==> config.mk <==
export PLATFORM = sky130hd
export DESIGN_NAME = sv32_walker
export DESIGN_NICKNAME = d
export VERILOG_FILES = /design/src/rtl/sv32w_pkg.sv /design/src/rtl/sv32w_pte_addr.sv /design/src/rtl/sv32w_pte_eval.sv /design/src/rtl/sv32_walker.sv
export SDC_FILE = /design/constraint.sdc
export NUM_CORES = 1
export LEC_CHECK = 0
export BUFFER_PORTS_ARGS = -buffer_cell sky130_fd_sc_hd__buf_2
export CAP_MARGIN = 20
export CORE_MARGIN = 4
export CORE_UTILIZATION = 40
export DETAILED_ROUTE_END_ITERATION = 10
export HOLD_SLACK_MARGIN = 0.05
export PLACE_DENSITY_LB_ADDON = 0.2
export SYNTH_ARGS = -nofsm -noshare
export SYNTH_HDL_FRONTEND = slang
export SYNTH_HIERARCHICAL = 1
export SYNTH_SLANG_ARGS = --single-unit
==> constraint.sdc <==
create_clock -name clk -period 14.61 [get_ports clk]
set_input_delay 1.461 -clock clk [delete_from_list [all_inputs] [get_ports clk]]
set_output_delay 1.461 -clock clk [all_outputs]
set_load 0.05 [all_outputs]
==> src/rtl/sv32w_pkg.sv <==
package sv32w_pkg;
  localparam int unsigned VA_W   = 32;
  localparam int unsigned PTE_W  = 32;
  localparam int unsigned OFS_W  = 12;
  localparam int unsigned VPN_W  = 10;
  localparam int unsigned PPN_W  = 22;
  localparam int unsigned PA_W   = PPN_W + OFS_W;
  localparam int unsigned CAUSE_W = 4;

  // flag positions inside a table entry
  localparam int unsigned B_V = 0;
  localparam int unsigned B_R = 1;
  localparam int unsigned B_W = 2;
  localparam int unsigned B_X = 3;
  localparam int unsigned B_A = 6;
  localparam int unsigned B_D = 7;

  typedef enum logic [1:0] {
    ACC_FETCH = 2'd0,
    ACC_LOAD  = 2'd1,
    ACC_STORE = 2'd2
  } acc_e;

  localparam logic [CAUSE_W-1:0] CAUSE_FETCH_PF = 4'd12;
  localparam logic [CAUSE_W-1:0] CAUSE_LOAD_PF  = 4'd13;
  localparam logic [CAUSE_W-1:0] CAUSE_STORE_PF = 4'd15;

  typedef enum logic [2:0] {
    ST_IDLE,
    ST_L1_RD,
    ST_L1_WB,
    ST_L0_RD,
    ST_L0_WB,
    ST_RESP
  } wstate_e;
endpackage

==> src/rtl/sv32w_pte_addr.sv <==
module sv32w_pte_addr
  import sv32w_pkg::*;
(
  input  logic             lvl1,
  input  logic [PPN_W-1:0] root_ppn,
  input  logic [PPN_W-1:0] next_ppn,
  input  logic [VA_W-1:0]  va,
  output logic [PA_W-1:0]  addr
);
  localparam int unsigned VPN1_LO = OFS_W + VPN_W;

  logic [PPN_W-1:0] base;
  logic [VPN_W-1:0] idx;

  always_comb begin
    base = lvl1 ? root_ppn : next_ppn;
    idx  = lvl1 ? va[VA_W-1:VPN1_LO] : va[VPN1_LO-1:OFS_W];
    addr = {base, idx, 2'b00};
  end
endmodule

==> src/rtl/sv32w_pte_eval.sv <==
module sv32w_pte_eval
  import sv32w_pkg::*;
(
  input  logic [PTE_W-1:0] pte,
  input  logic             lvl1,
  input  acc_e             kind,
  output logic             is_ptr,
  output logic             bad,
  output logic             need_wb,
  output logic [PTE_W-1:0] pte_wb
);
  logic v, r, w, x, a, d, allowed, super_misalign;

  always_comb begin
    v = pte[B_V];
    r = pte[B_R];
    w = pte[B_W];
    x = pte[B_X];
    a = pte[B_A];
    d = pte[B_D];
    is_ptr = v & ~r & ~w & ~x;
    unique case (kind)
      ACC_FETCH: allowed = x;
      ACC_STORE: allowed = w;
      default:   allowed = r;
    endcase
    super_misalign = lvl1 & (|pte[OFS_W+VPN_W-3:VPN_W]);
    bad = ~v | (~r & w) | (is_ptr & ~lvl1) |
          (~is_ptr & (~allowed | super_misalign));
    need_wb = ~is_ptr & ~bad & (~a | ((kind == ACC_STORE) & ~d));
    pte_wb = pte;
    pte_wb[B_A] = 1'b1;
    if (kind == ACC_STORE) pte_wb[B_D] = 1'b1;
  end
endmodule

==> src/rtl/sv32_walker.sv <==
module sv32_walker
  import sv32w_pkg::*;
(
  input  logic               clk,
  input  logic               rst_n,
  input  logic               req_valid,
  output logic               req_ready,
  input  logic [31:0]        req_va,
  input  logic [1:0]         req_kind,
  input  logic [31:0]        satp,
  output logic               mem_req,
  output logic               mem_we,
  output logic [33:0]        mem_addr,
  output logic [31:0]        mem_wdata,
  input  logic               mem_ack,
  input  logic [31:0]        mem_rdata,
  output logic               done,
  output logic               fault,
  output logic [3:0]         cause,
  output logic [33:0]        pa,
  output logic [31:0]        fault_va
);
  localparam int unsigned SP_LO = OFS_W + VPN_W;

  // reset: asserted asynchronously, released on the clock
  logic [1:0] rsync_q;
  logic       rst_int_n;
  always_ff @(posedge clk or negedge rst_n) begin
    if (!rst_n) rsync_q <= 2'b00;
    else        rsync_q <= {rsync_q[0], 1'b1};
  end
  assign rst_int_n = rsync_q[1];

  wstate_e          state_q, state_d;
  logic [VA_W-1:0]  va_q;
  acc_e             kind_q;
  logic [PPN_W-1:0] root_q, nxt_q, nxt_d;
  logic             xlate_q;
  logic [PA_W-1:0]  pa_q, pa_d;
  logic             fault_q, fault_d;
  logic [CAUSE_W-1:0] cause_q, cause_d;
  logic [PTE_W-1:0] wb_q, wb_d;
  logic             take_en, res_en, nxt_en, wb_en;

  logic             lvl1, is_ptr, bad, need_wb;
  logic [PTE_W-1:0] pte_wb;
  logic [CAUSE_W-1:0] kind_cause;

  logic unused_satp;
  assign unused_satp = ^satp[30:PPN_W];

  assign lvl1 = (state_q == ST_L1_RD) || (state_q == ST_L1_WB);

  sv32w_pte_addr u_addr (
    .lvl1     (lvl1),
    .root_ppn (root_q),
    .next_ppn (nxt_q),
    .va       (va_q),
    .addr     (mem_addr)
  );

  sv32w_pte_eval u_eval (
    .pte     (mem_rdata),
    .lvl1    (lvl1),
    .kind    (kind_q),
    .is_ptr  (is_ptr),
    .bad     (bad),
    .need_wb (need_wb),
    .pte_wb  (pte_wb)
  );

  always_comb begin
    unique case (kind_q)
      ACC_FETCH: kind_cause = CAUSE_FETCH_PF;
      ACC_STORE: kind_cause = CAUSE_STORE_PF;
      default:   kind_cause = CAUSE_LOAD_PF;
    endcase
  end

  // next-state logic
  always_comb begin
    state_d = state_q;
    take_en = 1'b0;
    res_en  = 1'b0;
    nxt_en  = 1'b0;
    wb_en   = 1'b0;
    pa_d    = pa_q;
    fault_d = 1'b0;
    cause_d = cause_q;
    nxt_d   = mem_rdata[PTE_W-1:VPN_W];
    wb_d    = pte_wb;
    unique case (state_q)
      ST_IDLE: if (req_valid) begin
        take_en = 1'b1;
        res_en  = 1'b1;
        pa_d    = {2'b00, req_va};
        state_d = satp[31] ? ST_L1_RD : ST_RESP;
      end
      ST_L1_RD, ST_L0_RD: if (mem_ack) begin
        res_en = 1'b1;
        if (lvl1) pa_d = {mem_rdata[PTE_W-1:SP_LO-2], va_q[SP_LO-1:0]};
        else      pa_d = {mem_rdata[PTE_W-1:VPN_W], va_q[OFS_W-1:0]};
        if (bad) begin
          fault_d = 1'b1;
          cause_d = kind_cause;
          state_d = ST_RESP;
        end else if (is_ptr) begin
          nxt_en  = 1'b1;
          res_en  = 1'b0;
          state_d = ST_L0_RD;
        end else if (need_wb) begin
          wb_en   = 1'b1;
          state_d = lvl1 ? ST_L1_WB : ST_L0_WB;
        end else begin
          state_d = ST_RESP;
        end
      end
      ST_L1_WB, ST_L0_WB: if (mem_ack) state_d = ST_RESP;
      ST_RESP: state_d = ST_IDLE;
      default: state_d = ST_IDLE;
    endcase
  end

  // registers
  always_ff @(posedge clk or negedge rst_int_n) begin
    if (!rst_int_n) begin
      state_q <= ST_IDLE;
      va_q    <= '0;
      kind_q  <= ACC_LOAD;
      root_q  <= '0;
      xlate_q <= 1'b0;
      nxt_q   <= '0;
      pa_q    <= '0;
      fault_q <= 1'b0;
      cause_q <= '0;
      wb_q    <= '0;
    end else begin
      state_q <= state_d;
      if (take_en) begin
        va_q    <= req_va;
        kind_q  <= acc_e'(req_kind);
        root_q  <= satp[PPN_W-1:0];
        xlate_q <= satp[31];
      end
      if (nxt_en) nxt_q <= nxt_d;
      if (res_en) begin
        pa_q    <= pa_d;
        fault_q <= fault_d;
        cause_q <= cause_d;
      end
      if (wb_en) wb_q <= wb_d;
    end
  end

  assign req_ready = (state_q == ST_IDLE);
  assign mem_req   = (state_q == ST_L1_RD) || (state_q == ST_L0_RD) ||
                     (state_q == ST_L1_WB) || (state_q == ST_L0_WB);
  assign mem_we    = (state_q == ST_L1_WB) || (state_q == ST_L0_WB);
  assign mem_wdata = wb_q;
  assign done      = (state_q == ST_RESP);
  assign fault     = fault_q;
  assign cause     = cause_q;
  assign pa        = pa_q;
  assign fault_va  = va_q;

  // input assumption: only the three defined access kinds arrive
  p_kind_legal_r3: assert property (@(posedge clk) disable iff (!rst_int_n)
    req_valid && req_ready |-> req_kind != 2'd3);

  p_hold_req_r11: assert property (@(posedge clk) disable iff (!rst_int_n)
    mem_req && !mem_ack |=> mem_req && $stable(mem_addr) && $stable(mem_we));

  p_wb_sets_a_r8: assert property (@(posedge clk) disable iff (!rst_int_n)
    mem_req && mem_we |-> mem_wdata[B_A]);

  p_store_dirty_r8: assert property (@(posedge clk) disable iff (!rst_int_n)
    mem_req && mem_we && kind_q == ACC_STORE |-> mem_wdata[B_D]);

  p_bare_pass_r1: assert property (@(posedge clk) disable iff (!rst_int_n)
    done && !xlate_q |-> !fault && pa == {2'b00, va_q});

  p_page_offset_r6: assert property (@(posedge clk) disable iff (!rst_int_n)
    done && !fault |-> pa[OFS_W-1:0] == va_q[OFS_W-1:0]);

  p_fetch_cause_r4: assert property (@(posedge clk) disable iff (!rst_int_n)
    done && fault |-> (cause == CAUSE_FETCH_PF) == (kind_q == ACC_FETCH));

  p_done_pulse_r12: assert property (@(posedge clk) disable iff (!rst_int_n)
    done |=> !done && req_ready);

  p_idle_quiet_r12: assert property (@(posedge clk) disable iff (!rst_int_n)
    req_ready |-> !mem_req);
endmodule

* After elaboration in Yosys (flattened, before gate mapping) *
Cells that the tools add are included.

word-level totals
  memory bits (read-only) = 0
  bits in writable memories = 0
  memories kept = 0
  output and inout bits = 141
  input port bits = 102
  bits in registers = 154
  bits in latches = 0

operators by class
  bitwise gates (word level) = 25
  $mul = 0
  equal/unequal tests = 9
  multiplexer cells = 36
  div/mod/pow operators = 0
  order comparisons = 0
  shifts and indexed selects = 0
  reduce and logical (&&, ||, !) cells = 14
  add/sub/neg operators = 0

operators by type and width
  cell                                            number
  two-way mux 34 bit                              2
  one-hot mux 34 bit (2 select lines)             1
  two-way mux 22 bit                              2
  two-way mux 3 bit                               8
  two-way mux 1 bit                               18
  AND 1 bit                                       10
  two-way mux 10 bit                              1
  inverter 1 bit                                  10
  OR reduction 10 bit                             1
  one-hot mux 3 bit (3 select lines)              1
  AND reduction 4 bit                             2
  == test 3 x 2 -> 1 bit (second input constant)  2
  == test 3 bit (second input constant)           2
  != test 2 bit (second input constant)           3
  logical OR 1 bit                                5
  OR 1 bit                                        5
  one-hot mux 1 bit (2 select lines)              2
  one-hot mux 2 bit (2 select lines)              1
  OR reduction 2 bit                              2
  == test 3 x 1 -> 1 bit (second input constant)  1
  logical NOT 3 bit                               1
  AND reduction 3 bit                             1
  == test 2 bit (second input constant)           1
  logical NOT 2 bit                               1
  nonzero test 2 bit                              1

* Depth between registers and ports, before layout *
  word-level depth = 15
  depth in mapped cells = 12
  gate-level depth less buffers = 8

* Cells and area by module *
Netlist, hierarchy kept.

modules (own cells, without submodules)
  module          sequential area each (sq um)  area an instance (sq um)  instances  cells an instance
  sv32_walker     3829.9                        6386.1                    1          457
  sv32w_pte_addr  0.0                           563.0                     1          39
  sv32w_pte_eval  0.0                           337.8                     1          44

* Least setup slack after synthesis *
OpenSTA, ideal clock, no wires.

  kind = input port to flip-flop
  start point = input mem_rdata[17]
  end point = register wb_q[10] (netlist: mem_wdata[10])
  arrival = 3.418 ns
  buffers on the path = 1
  setup time = 0.125 ns
  cell stages on the path = 7
  slack = 11.067 ns
  data required time = 14.485 ns
  cells stage by stage = or4_4 -> o41ai_2 -> and3_1 -> nor3b_1 -> nand3_2 -> buf_6 -> mux2_4

on the way
  longest elaborated chain between the ends = 13

RTL lines
  what                    line                  text
  start: declaration      sv32_walker.sv:16     input logic [31:0] mem_rdata,
  OR reduction 10 bit     sv32w_pte_eval.sv:27  super_misalign = lvl1 & (|pte[OFS_W+VPN_W-3:VPN_W]);
  AND 1 bit               sv32w_pte_eval.sv:27
  OR 1 bit                sv32w_pte_eval.sv:29  (~is_ptr & (~allowed | super_misalign));
  AND 1 bit               sv32w_pte_eval.sv:29
  OR 1 bit                sv32w_pte_eval.sv:28  bad = ~v | (~r & w) | (is_ptr & ~lvl1) |
  inverter 1 bit          sv32w_pte_eval.sv:30  need_wb = ~is_ptr & ~bad & (~a | ((kind == ACC_STORE) & ~d));
  AND 1 bit (2 in a row)  sv32w_pte_eval.sv:30
  via need_wb             sv32_walker.sv:45     logic lvl1, is_ptr, bad, need_wb;
  two-way mux 1 bit       sv32_walker.sv:111    end else if (need_wb) begin
  two-way mux 1 bit       sv32_walker.sv:107    end else if (is_ptr) begin
  two-way mux 1 bit       sv32_walker.sv:103    if (bad) begin
  two-way mux 1 bit       sv32_walker.sv:99     ST_L1_RD, ST_L0_RD: if (mem_ack) begin
  two-way mux 1 bit       sv32_walker.sv:92     unique case (state_q)
  end signal: assignment  sv32_walker.sv:151    if (wb_en) wb_q <= wb_d;
  end: declaration        sv32_walker.sv:42     logic [PTE_W-1:0] wb_q, wb_d;

The timed path passes the listed nets, and every way through them passes these cells.
A chain may end at the register's enable or synchronous reset.

* Worst setup path in the final report *
  start point = register state_q[1]
  end point = output mem_addr[11]

on the way
  longest elaborated chain between the ends = 3
  elaborated cells between the ends (all ways) = 4
  classes of those cells = 2 x eq/ne; 1 x mux; 1 x reduce/logical

RTL lines
  what                                                              line                  text
  start: declaration                                                sv32_walker.sv:34     wstate_e state_q, state_d;
  start signal: assignment                                          sv32_walker.sv:138    state_q <= state_d;
  == test 3 x 1 -> 1 bit or == test 3 x 2 -> 1 bit (tied branches)  sv32_walker.sv:52     assign lvl1 = (state_q == ST_L1_RD) || (state_q == ST_L1_WB);
  logical OR 1 bit *                                                sv32_walker.sv:52
  via lvl1                                                          sv32_walker.sv:45
  two-way mux 10 bit *                                              sv32w_pte_addr.sv:17  idx = lvl1 ? va[VA_W-1:VPN1_LO] : va[VPN1_LO-1:OFS_W];
  end: declaration                                                  sv32_walker.sv:13     output logic [33:0] mem_addr,

The timed path passes the listed nets; every way through them passes the cells marked *.

==> metrics.cfg <==
[layout]
num-fill-cells = 1641
final_nets = 835
diodes = 0
drive_above_1_share_pct = 51.6
area_growth_pct = 22.0
final_core_util_pct = 49.5

[sta]
max_slew_margin_pct = 33.6
slew_viol_final = 0
fin_tns_setup_ps = 0
rsz0062_at_grt = false
period_needed_ps = 4760
tightestPinTransition_ps = 995
setup_viol = 0
fmax_ghz = 0.210
skew_ps = 10.8
finalHoldViolCount = 0
fin_crit_sh_pct = 32.6

[synth]
postSynthAreaPerCell_um2 = 13.5
synthTopCellsByArea = dfrtp_1 (52%), mux2_4 (12%), mux2_2 (6.6%)
ys_seq_area_share_pct = 52.6
synthArstFlopShare_pct = 100
synth_top_area_share_pct = 52.2
syn-cell-area_um2 = 7290
ys_types = 44
synth_flop_cell = dfrtp_1
synth_top_area_cell = dfrtp_1
synth_cells = 540
yosys_warnings = 6
synth-edff-count = 0
synth-seq-cells = 153

[placed_design]
io_buffers = 231
hpwl_um = 12600
place.gp.congestion = 0.834

[clock_tree]
cts_tree = done
htree_levels = 4
cts_buffers = 17
post_cts_buffers = 0
insertion_delay_ps = 410
cts-root-buf = clkbuf_16
holdBufCountCts = 0
clock-sinks = 153
ctsResizeCount = 0
clk_pin_slew_ps = 70
cts_max_path_buffers = 2

[die]
die-area_um2 = 20400
io_pins = 243
fp.dieH_um = 143
core_um2 = 18000
die_w_um = 143
std_cell_rows = 49
initial_utilization_pct = 40.6

[setup_path]
critical_path_required_ps = 13150
critPathLaunchType = flip-flop
cp_slowest_cell = dfrtp_1
crit_path_max_incr_delay_ps = 1000
end_kind = primary output
criticalPathCategory = reg -> out
worstPathCellList = xnor2_1, nor2_4, buf_4, mux2_2, buf_2
path_max_fanout = 20
arrival_ps = 3300

[detailed_routing]
wl_per_cell_um = 18.4
firstDrtPassIters = 4
via_per_inst = 4.99
drc = 0
drt_iter0_drc = 139
postRouteAntennaNets = 0
vias = 4864
wl_um = 18000

[global_route]
grt_overflow = 0
antenna_found_initial = 0
grt_pass1_wl_um = 27900
track_usage_pct = 17.7
grt_pass1_vias = 5045
grt_max_degree = 79

[run_status]
status = complete, no violations

[worst_hold_path]
hold_class = reg -> async

[run]
maxCapViolCount = 0

## kinds of logic after synthesis
logic type,Yosys count,share of synthesized area [%]
compound gates,60,4.69
xor+xnor,2,0.240
buf+inv,69,7.30
flops,153,52.6
mux,176,29.7
other cells,3,0.155
simple gates,77,5.34
## state kept, by name, summed over array words and instances (netlist names)
| signal | count |
|---|---|
| cause | 3 |
| pa | 34 |
| fault | 1 |
| rsync_q | 2 |
| nxt_q | 22 |
| root_q | 22 |
| kind_q | 2 |
| fault_va | 32 |
| state_q | 3 |
| mem_wdata | 32 |
## synth_stat cells (3+ instances only)
cell type,instances
buf_2,11
inv_1,3
o21ai_0,13
nand2b_1,5
mux2i_1,33
buf_4,40
dfrtp_1,152
mux2_2,43
o21ai_1,34
mux2_4,60
mux2_1,40
buf_12,3
conb_1,3
nand3_1,3
clkbuf_1,4
nand2_1,48
nor2_1,6
buf_6,8
## layout by cell type, fill, tap and decap left out, types with 3 or more instances in the layout
master / n
mux2i_1: 33
inv_1: 3
mux2_4: 60
nand2_1: 48
conb_1: 4
o21ai_0: 13
dfrtp_1: 151
nand3_1: 3
nor2_1: 5
clkbuf_1: 4
buf_2: 231
o21ai_1: 34
clkbuf_16: 17
mux2_1: 40
nand2b_1: 5
buf_4: 7
mux2_2: 43
clkinvlp_4: 3
## critical path, delay by kind of cell (launching register included)
kind	cells	cell delay (ps)
buffers and inverters	2	700
muxes	1	380
DFF	1	1000
xor gates and xnor gates	1	220
and+or+nand+nor	1	580
## per-layer routing
layer	up-vias	track usage [%]	wire length, um
met1	2442	22.9	7760
li1	2249	-	-
met2	152	28.5	8640
met3	21	5.06	1250
met5	-	0	0
met4	0	6.10	309
## stage by stage
| stage | hold WS [ps] | std cells | worst slack [ps] | area [um2] |
|---|---|---|---|---|
| 3_5_place_dp | 340 | 942 | 10000 | 8290 |
| 6_report | 247 | 975 | 9850 | 8890 |
| 4_1_cts | 355 | 974 | 9750 | 8860 |
| 5_1_grt | 268 | 975 | 9670 | 8890 |
| 3_3_place_gp | 338 | 942 | 10000 | 8290 |
| 2_1_floorplan | 331 | 541 | 10030 | 7290 |
## path summary, 6_finish.rpt
path,depth (start not counted),end,slack (ps),startpoint
setup / recovery,5,mem_addr[11],9850,state_q[1]
min in group clk,0,rsync_q[1],350,rsync_q[0]
max in group asynchronous,1,nxt_q[5],13430,rsync_q[1]
setup reg to reg,8,mem_wdata[0],10640,state_q[1]
hold reg to reg,1,pa[0],250,rsync_q[1]
hold / removal,1,pa[0],250,rsync_q[1]
## final cells by class
cell class | count | area, um2 | area share (%)
flip-flops and latches | 153 | 3830 | 43.1
multi-input cells | 319 | 2950 | 33.2
clock buffers | 22 | 454 | 5.11
inverters | 3 | 11.3 | 0.127
well taps | 229 | 287 | 3.22
clock inverters | 10 | 119 | 1.34
repair buffers | 239 | 1240 | 13.9
Power is not shown: default switching activity piles up to over one toggle a cycle in this logic, so the estimate is an artifact.
